==> config.mk <==
export PLATFORM = sky130hd
export DESIGN_NAME = cov_scan_accum
export DESIGN_NICKNAME = d
export VERILOG_FILES = /design/src/rtl/cov_pkg.sv /design/src/rtl/cov_scan_accum.sv
export SDC_FILE = /design/constraint.sdc
export NUM_CORES = 1
export LEC_CHECK = 0
export BUFFER_PORTS_ARGS = -buffer_cell sky130_fd_sc_hd__buf_2
export CAP_MARGIN = 20
export CORE_MARGIN = 4
export CORE_UTILIZATION = 55
export DETAILED_ROUTE_END_ITERATION = 7
export PLACE_DENSITY = 0.77
export SYNTH_ARGS = -nofsm -noshare
export SYNTH_HDL_FRONTEND = slang
export SYNTH_SLANG_ARGS = --single-unit
==> constraint.sdc <==
create_clock -name clk -period 5.88 [get_ports clk]
set_clock_uncertainty 0.05 [all_clocks]
set_input_delay 1.176 -clock clk [delete_from_list [all_inputs] [get_ports clk]]
set_output_delay 1.176 -clock clk [all_outputs]
set_load 0.01 [all_outputs]
==> src/rtl/cov_pkg.sv <==
package cov_pkg;

    typedef enum logic [1:0] {
        ST_IDLE  = 2'd0,
        ST_CLEAR = 2'd1,
        ST_SCAN  = 2'd2
    } cov_state_e;

    localparam logic SEL_CORE   = 1'b0;
    localparam logic SEL_DESIGN = 1'b1;

    typedef struct packed {
        logic ok;      // design count covers core count
        logic excl;    // class owned by the core only
        logic shared;  // class also used outside the core
    } class_verdict_t;

    function automatic class_verdict_t judge(input logic [31:0] core_c,
                                             input logic [31:0] des_c);
        class_verdict_t v;
        v.ok     = (des_c >= core_c);
        v.excl   = (core_c != 32'd0) && (des_c == core_c);
        v.shared = (core_c != 32'd0) && (des_c > core_c);
        return v;
    endfunction

    function automatic logic [31:0] smaller(input logic [31:0] a,
                                            input logic [31:0] b);
        return (a < b) ? a : b;
    endfunction

endpackage

==> src/rtl/cov_scan_accum.sv <==
module cov_scan_accum
    import cov_pkg::*;
#(
    parameter int CNT_W = 16,
    parameter int IDX_W = 12,
    parameter int TOT_W = 28
) (
    input  logic             clk,
    input  logic             rst,
    input  logic             scan_go,
    input  logic             step,
    input  logic             last,
    input  logic [IDX_W-1:0] ptr,
    input  logic [CNT_W-1:0] core_cnt,
    input  logic [CNT_W-1:0] des_cnt,
    output logic             mark_valid,
    output logic [IDX_W-1:0] mark_class,
    output logic             mark_excl,
    output logic             mark_shared,
    output logic             done,
    output logic             contained,
    output logic [TOT_W-1:0] found_cnt,
    output logic [TOT_W-1:0] core_total,
    output logic [TOT_W-1:0] design_total
);
    class_verdict_t   verdict;
    logic [CNT_W-1:0] overlap;
    logic             ok_run,    ok_nxt;
    logic [TOT_W-1:0] found_run, found_nxt;
    logic [TOT_W-1:0] n_run,     n_nxt;
    logic [TOT_W-1:0] m_run,     m_nxt;

    always_comb begin
        verdict   = judge(32'(core_cnt), 32'(des_cnt));
        overlap   = CNT_W'(smaller(32'(core_cnt), 32'(des_cnt)));
        ok_nxt    = ok_run && verdict.ok;
        found_nxt = found_run + TOT_W'(overlap);
        n_nxt     = n_run + TOT_W'(core_cnt);
        m_nxt     = m_run + TOT_W'(des_cnt);
    end

    always_ff @(posedge clk) begin
        if (rst) begin
            ok_run       <= 1'b1;
            found_run    <= '0;
            n_run        <= '0;
            m_run        <= '0;
            mark_valid   <= 1'b0;
            mark_class   <= '0;
            mark_excl    <= 1'b0;
            mark_shared  <= 1'b0;
            done         <= 1'b0;
            contained    <= 1'b0;
            found_cnt    <= '0;
            core_total   <= '0;
            design_total <= '0;
        end else begin
            mark_valid  <= step;
            mark_excl   <= step && verdict.excl;
            mark_shared <= step && verdict.shared;
            done        <= step && last;
            if (scan_go) begin
                ok_run    <= 1'b1;
                found_run <= '0;
                n_run     <= '0;
                m_run     <= '0;
            end else if (step) begin
                mark_class <= ptr;
                ok_run     <= ok_nxt;
                found_run  <= found_nxt;
                n_run      <= n_nxt;
                m_run      <= m_nxt;
                if (last) begin
                    contained    <= ok_nxt;
                    found_cnt    <= found_nxt;
                    core_total   <= n_nxt;
                    design_total <= m_nxt;
                end
            end
        end
    end

endmodule

==> flow_summary.toml, run 1 <==
[yosys]
synth_area_leaders = "dfxtp_1 (36%), ha_1 (7.7%), a21oi_1 (6.2%), nand2_1 (5.6%), nor2_1 (4.2%)"
ys_types = 64
ys.flop_type = "dfxtp_1"
syn_inst = 1275
synth-seq-cells = 186
synth_area_leader_cell = "dfxtp_1"
synth_top_area_share_pct = 35.80
syn-num-nets = 1391
syn_area_um2 = 10400
synthArstFlopShare_pct = 0
synth_edf_count = 0
yosysMostFrequentCell = "dfxtp_1"
yosys_warnings = 0
ys_seq_area_share_pct = 35.80
avgSynthCellArea_um2 = 8.159
synthTopCellsByCount = "dfxtp_1 (186), nand2_1 (154), a21oi_1 (129)"

[drt]
drt_iter0_drc = 690
wl_per_cell_um = 17.14
postRouteAntennaNets = 0
drcViolationCount = 0
dr_total_vias = 9700
wirelength_um = 28060
vias_per_cell = 5.925
drtPass1Iterations = 5

[timing]
rsz0062_at_grt = "false"
setup_viol = 0
tns_ns = 0
post-route-period-util_pct = 85.72
clock.fmax_ghz = 0.1984
slew_viol_final = 0
min_period_ns = 5.040
tightest_slew_ns = 0.9513
slew_headroom_pct = 36.58
hold_viol = 0

[placement]
place_congestion = 0.9579
io_buffers = 149
place_hpwl_um = 20250
place_inst = 1605

[final_layout]
area_delta_synth_final_pct = 14.05
antenna_cells = 0
drive_above_1_share_pct = 16.04
final_nets = 1506
final.fill_count = 1671
final_cells = 1637

[clock_tree]
cts.clk_slew.worst_paths_ns = 0.07
cts_max_level = 4
post_cts_resized = 0
cts_tree = "yes"
clockBufferDepth = 2
cts_hold_buf = 0
cts_sinks = 186
postCtsSetupBuffers = 0
cts_root_buf = "clkbuf_16"
cts-buffers-inserted = 17
clock_latency_ns = 0.44

[worst_setup_path]
critPathBufInv = 4
required_ns = 6.20
worst-setup-path-type = "in -> reg"
cp_max_fo = 12
cp-end-kind = "flop"
rr_startpoint = "n_run[0]$_SDFFE_PP0P_"
worstSetupStartpointType = "primary input"
crit_slowest_cell = "o41a_1"
crit_chain = "buf_2 -> inv_1 -> ha_1 -> a21o_1 -> a21o_1 -> a211oi_1 -> o31a_1 -> nand3b_1 -> buf_4 -> mux2_2 -> ha_1 -> nand3_1 -> o22ai_1 -> a21oi_2 -> o41a_1 -> a2bb2oi_1 -> buf_4 -> or4_1 -> a21oi_1"
critPathTopFamily = "compound AO/OA/AOI/OAI gates"
cpPeakStageDelay_ns = 0.44
cp.arrival_ns = 5.36
setup.worst_path.start = "des_cnt[9]"

[die]
die_w_um = 145.5
core_area_um2 = 18640
io_pins = 150
num_rows = 50
die_area_um2 = 21180
die_h_um = 145.5
start_util_pct = 55.80

[global_routing]
grt_pass1_wl_um = 45840
grt_usage_pct = 25.81
grt_max_degree = 80
grt_util_met3_pct = 5.512
grt_pass1_vias = 8957
grt_antenna_before_repair = 1
grt_overflow = 0
grt_use_met1_pct = 36.51
grt-busiest-layer = "met2"
grt_use_met2_pct = 39.96

[pwr]
ir_drop_uv = 224.5
powerDensity_nw_per_um2 = 253.8
leakage_nw = 4.932

[run_status]
status = "complete, no violations"

[worst_hold_path]
hold_start = "core_total[2]$_SDFFE_PP0P_"
min_path_type = "reg -> reg"

[run]
maxCapViolCount = 0
through the flow:
| step | worst slack (ns) | cell area [um^2] | utilization, % | hold slack [ns] | power [mW] |
|---|---|---|---|---|---|
| floorplan | 0.9397 | 10400 | - | 0.3993 | 1.725 |
| global placement | 0.6508 | 11290 | 60.56 | 0.3889 | 1.877 |
| detailed placement | 0.4786 | 11290 | 60.56 | 0.3933 | 1.887 |
| CTS | 0.9335 | 11860 | 63.64 | 0.4026 | 3.018 |
| global route | 0.7657 | 11860 | 63.64 | 0.4188 | 3.140 |
| finish | 0.8395 | 11860 | 63.64 | 0.4017 | 3.012 |
routing by layer:
layer	up-vias	wire length, um
li1	4807	-
met1	4491	13080
met2	355	12270
met3	45	2112
met4	2	595
met5	-	7
power by group:
part           internal, mW  switching (mW)
clock network         0.605           0.537
logic                 0.205           0.331
registers              1.31          0.0266
total                  2.12           0.894
final timing paths:
check / cells after the start / endpoint / slack, ns
min: 2 / core_total[2]$_SDFFE_PP0P_ / 0.40
max: 19 / found_run[23]$_SDFFE_PP0P_ / 0.84
max reg2reg: 10 / core_total[26]$_SDFFE_PP0P_ / 2.82
min reg2reg: 2 / core_total[2]$_SDFFE_PP0P_ / 0.40
layout by cell type, fill, tap and decap left out, types with 6 or more instances in the layout:
cell and count:
inv_1 37, nand2_1 153, buf_4 14, a31oi_1 9
o21ai_0 75, nor4_1 6, a21o_1 14, and4_1 9
o21a_1 15, xnor2_1 43, mux2_2 14, and2_1 6
o31a_1 7, and3_1 16, buf_2 149, nor2_1 117
inv_6 7, or3_1 9, xor2_1 47, dfxtp_1 186
a211oi_1 34, a21oi_1 129, o22ai_1 12, nor3_1 14
ha_1 64, clkbuf_16 17, nand4_1 28, nand3_1 44
nor2b_1 10, or2_2 6, o31ai_1 6, o211ai_1 11
mux2i_1 34
cells by family after synthesis:
logic type | synth area share, %
flops | 35.80
buf+inv | 3.849
simple gates | 19.11
fa+ha+maj | 8.275
compound gates | 20.60
xor+xnor | 7.578
mux | 4.787
tightest hold or removal path, stage by stage (launching register included):
cell     delay [ns]
dfxtp_1        0.31
nand2_1        0.05
a21oi_1        0.05
sequential cells by signal, summed over array words and instances, names as in the netlist:
| name | flops |
|---|---|
| contained | 1 |
| core_total | 28 |
| design_total | 28 |
| done | 1 |
| found_cnt | 28 |
| found_run | 28 |
| m_run | 28 |
| mark_class | 12 |
| mark_excl | 1 |
| mark_shared | 1 |
| mark_valid | 1 |
| n_run | 28 |
| ok_run | 1 |
final cells by class:
cell class	instances	area [um^2]	share of cell area [%]
Timing Repair Buffer	163	850.8	7.171
Tap cell	234	292.8	2.468
Clock buffer	18	439.2	3.702
Sequential cell	186	3724	31.39
Multi-Input combinational cell	985	6284	52.96
Inverter	37	138.9	1.171
Clock inverter	14	135.1	1.139
Power figures use the tool's default switching activity.
==> inputs of run 2 (changes only) <==
--- a/config.mk
+++ b/config.mk
@@ -7,7 +7,6 @@
 export LEC_CHECK = 0
 export BUFFER_PORTS_ARGS = -buffer_cell sky130_fd_sc_hd__buf_2
 export CAP_MARGIN = 20
-export CORE_MARGIN = 4
 export CORE_UTILIZATION = 55
 export DETAILED_ROUTE_END_ITERATION = 7
 export PLACE_DENSITY = 0.77
==> run 2 against run 1 <==
Compared with the run above:
- die area fell by 8.1%
- combinational power barely moved
- clock power barely moved
- worst setup slack improved by 0.097 ns
- total power fell by 0.45%
- largest cell class unchanged
- largest power group unchanged
==> flow_summary.toml, run 2 (synthesized netlist as in run 1, its figures left out) <==
[worst_setup_path]
reg2reg_to = "core_total[20]$_SDFFE_PP0P_"
crit_slowest_cell = "o41a_1"
rr_startpoint = "n_run[0]$_SDFFE_PP0P_"
crit_chain = "buf_2 -> inv_1 -> ha_1 -> a21o_1 -> a21o_1 -> a211oi_1 -> o31a_1 -> nand3b_1 -> buf_4 -> mux2_2 -> ha_1 -> nand3_1 -> o22ai_1 -> a21oi_2 -> o41a_1 -> a2bb2oi_1 -> buf_4 -> or4_1 -> a21oi_1"
cpPeakStageDelay_ns = 0.43
worst-setup-path-type = "in -> reg"
rr_worst_depth = 10
worstSetupStartpointType = "primary input"
cp_max_fo = 12
cp.arrival_ns = 5.26
required_ns = 6.20
cp-end-kind = "flop"
setup.worst_path.start = "des_cnt[9]"
rrSetupSlack_ns = 2.87
critPathTopFamily = "compound AO/OA/AOI/OAI gates"
critPathBufInv = 4

[pwr]
pwr-share-comb_pct = 17.9
powerDensity_nw_per_um2 = 252.5
p_int_mw = 2.123
p_switching_mw = 0.8746
clkPwrFrac_pct = 37.6
ir_drop_uv = 223.0
swShare_pct = 29.17
p_seq_share_pct = 44.5
leakage_nw = 4.934

[final_layout]
final.fill_count = 1604
final_cell_mix = "dfxtp_1 (186), nand2_1 (153), buf_2 (149), a21oi_1 (129), nor2_1 (117)"
multi_input_area_um2 = 6284
design_area_um2 = 11870
area_delta_synth_final_pct = 14.12
final_common_cell = "dfxtp_1"
final_cells = 1632
seq_area_um2 = 3724
antenna_cells = 0
final_nets = 1507
drive_above_1_share_pct = 16.04
post-route-util_pct = 64.98

[drt]
drt_iter0_drc = 711
vias_per_cell = 5.899
drtPass1Iterations = 5
drcViolationCount = 0
wirelength_um = 27750
postRouteAntennaNets = 0
wl_per_cell_um = 17.00
dr_total_vias = 9627

[global_routing]
grt_max_degree = 71
grt_antenna_before_repair = 1
grt_overflow = 0
grt_pass1_wl_um = 45170
grt_usage_pct = 28.95
grt_pass1_vias = 8944

[timing]
rsz0062_at_grt = "false"
post-route-period-util_pct = 84.08
min_period_ns = 4.944
setup_ws_ns = 0.9363
clock.fmax_ghz = 0.2023
setup_viol = 0
slew_viol_final = 0
tightest_slew_ns = 0.9494
slew_headroom_pct = 36.71
hold_viol = 0
tns_ns = 0

[clock_tree]
cts_max_level = 4
clockBufferDepth = 2
post_cts_resized = 0
cts-buffers-inserted = 17
clock_latency_ns = 0.43
cts_root_buf = "clkbuf_16"
cts_hold_buf = 0
cts_sinks = 186
cts_tree = "yes"
cts.clk_slew.worst_paths_ns = 0.07
postCtsSetupBuffers = 0

[run]
maxCapViolCount = 0

[worst_hold_path]
min_path_cells = 2
hold_start = "core_total[10]$_SDFFE_PP0P_"
min_path_type = "reg -> reg"
holdPathEnd = "core_total[10]$_SDFFE_PP0P_"

[placement]
dp_slack_ns = 0.5380
io_buffers = 149
place_area_um2 = 11280
place_congestion = 0.9221
place_inst = 1600
place_hpwl_um = 19860

[die]
core_area_um2 = 18270
io_pins = 150
die_w_um = 139.5
num_rows = 49
die_h_um = 139.5
die_area_um2 = 19470
start_util_pct = 56.94

[run_status]
status = "complete, no violations"
-- run 2: cell types whose count changed in the layout (fill, tap and decap cells not counted), sizes merged --
cell | previous run | this run
inv | 44 | 41
buf | 163 | 164
clkbuf | 18 | 19
clkinvlp | 1 | 2
-- run 2: per-layer routing --
layer  share of wire [%]  track usage, %  vias up
li1                    -               -     4797
met1                  47           38.97     4488
met2                  46           47.21      298
met3                 5.8           5.678       42
met4                 1.4           7.836        2
met5               0.047               0        -
-- run 2: layout make-up --
| cell class | count | share of cell area, % |
|---|---|---|
| flip-flops and latches | 186 | 31.37 |
| inverters | 37 | 1.170 |
| clock inverters | 12 | 0.9696 |
| well taps | 229 | 2.414 |
| multi-input cells | 985 | 52.93 |
| repair buffers | 164 | 7.336 |
| clock buffers | 19 | 3.815 |
-- run 2: tightest hold or removal path, stage by stage (launching register included) --
cell     delay (ns)
dfxtp_1        0.31
nand2_1        0.05
a21oi_1        0.05
-- run 2: worst max-delay path by stage --
stage,end,slack [ns],cells past startpoint
finish,found_run[23]$_SDFFE_PP0P_,0.94,19
global route,found_run[23]$_SDFFE_PP0P_,0.77,19
CTS,found_run[23]$_SDFFE_PP0P_,0.99,19
detailed placement,found_run[23]$_SDFFE_PP0P_,0.54,19
global placement,found_run[23]$_SDFFE_PP0P_,0.64,19
floorplan,found_run[27]$_SDFFE_PP0P_,0.94,18
-- run 2: stage by stage --
stage	power [mW]	hold WS [ns]
2_1_floorplan	1.725	0.3993
5_1_grt	3.119	0.4244
6_report	2.998	0.4000
4_1_cts	3.003	0.4040
3_5_place_dp	1.889	0.3948
3_3_place_gp	1.879	0.3887
-- run 2: power groups by stage --
stage          combinational [mW]  clock [mW]  sequential [mW]
5_1_grt                     0.592        1.19             1.34
4_1_cts                     0.531        1.14             1.33
2_1_floorplan               0.354           0             1.37
3_5_place_dp                0.527           0             1.36
6_report                    0.537        1.13             1.33
3_3_place_gp                0.519           0             1.36
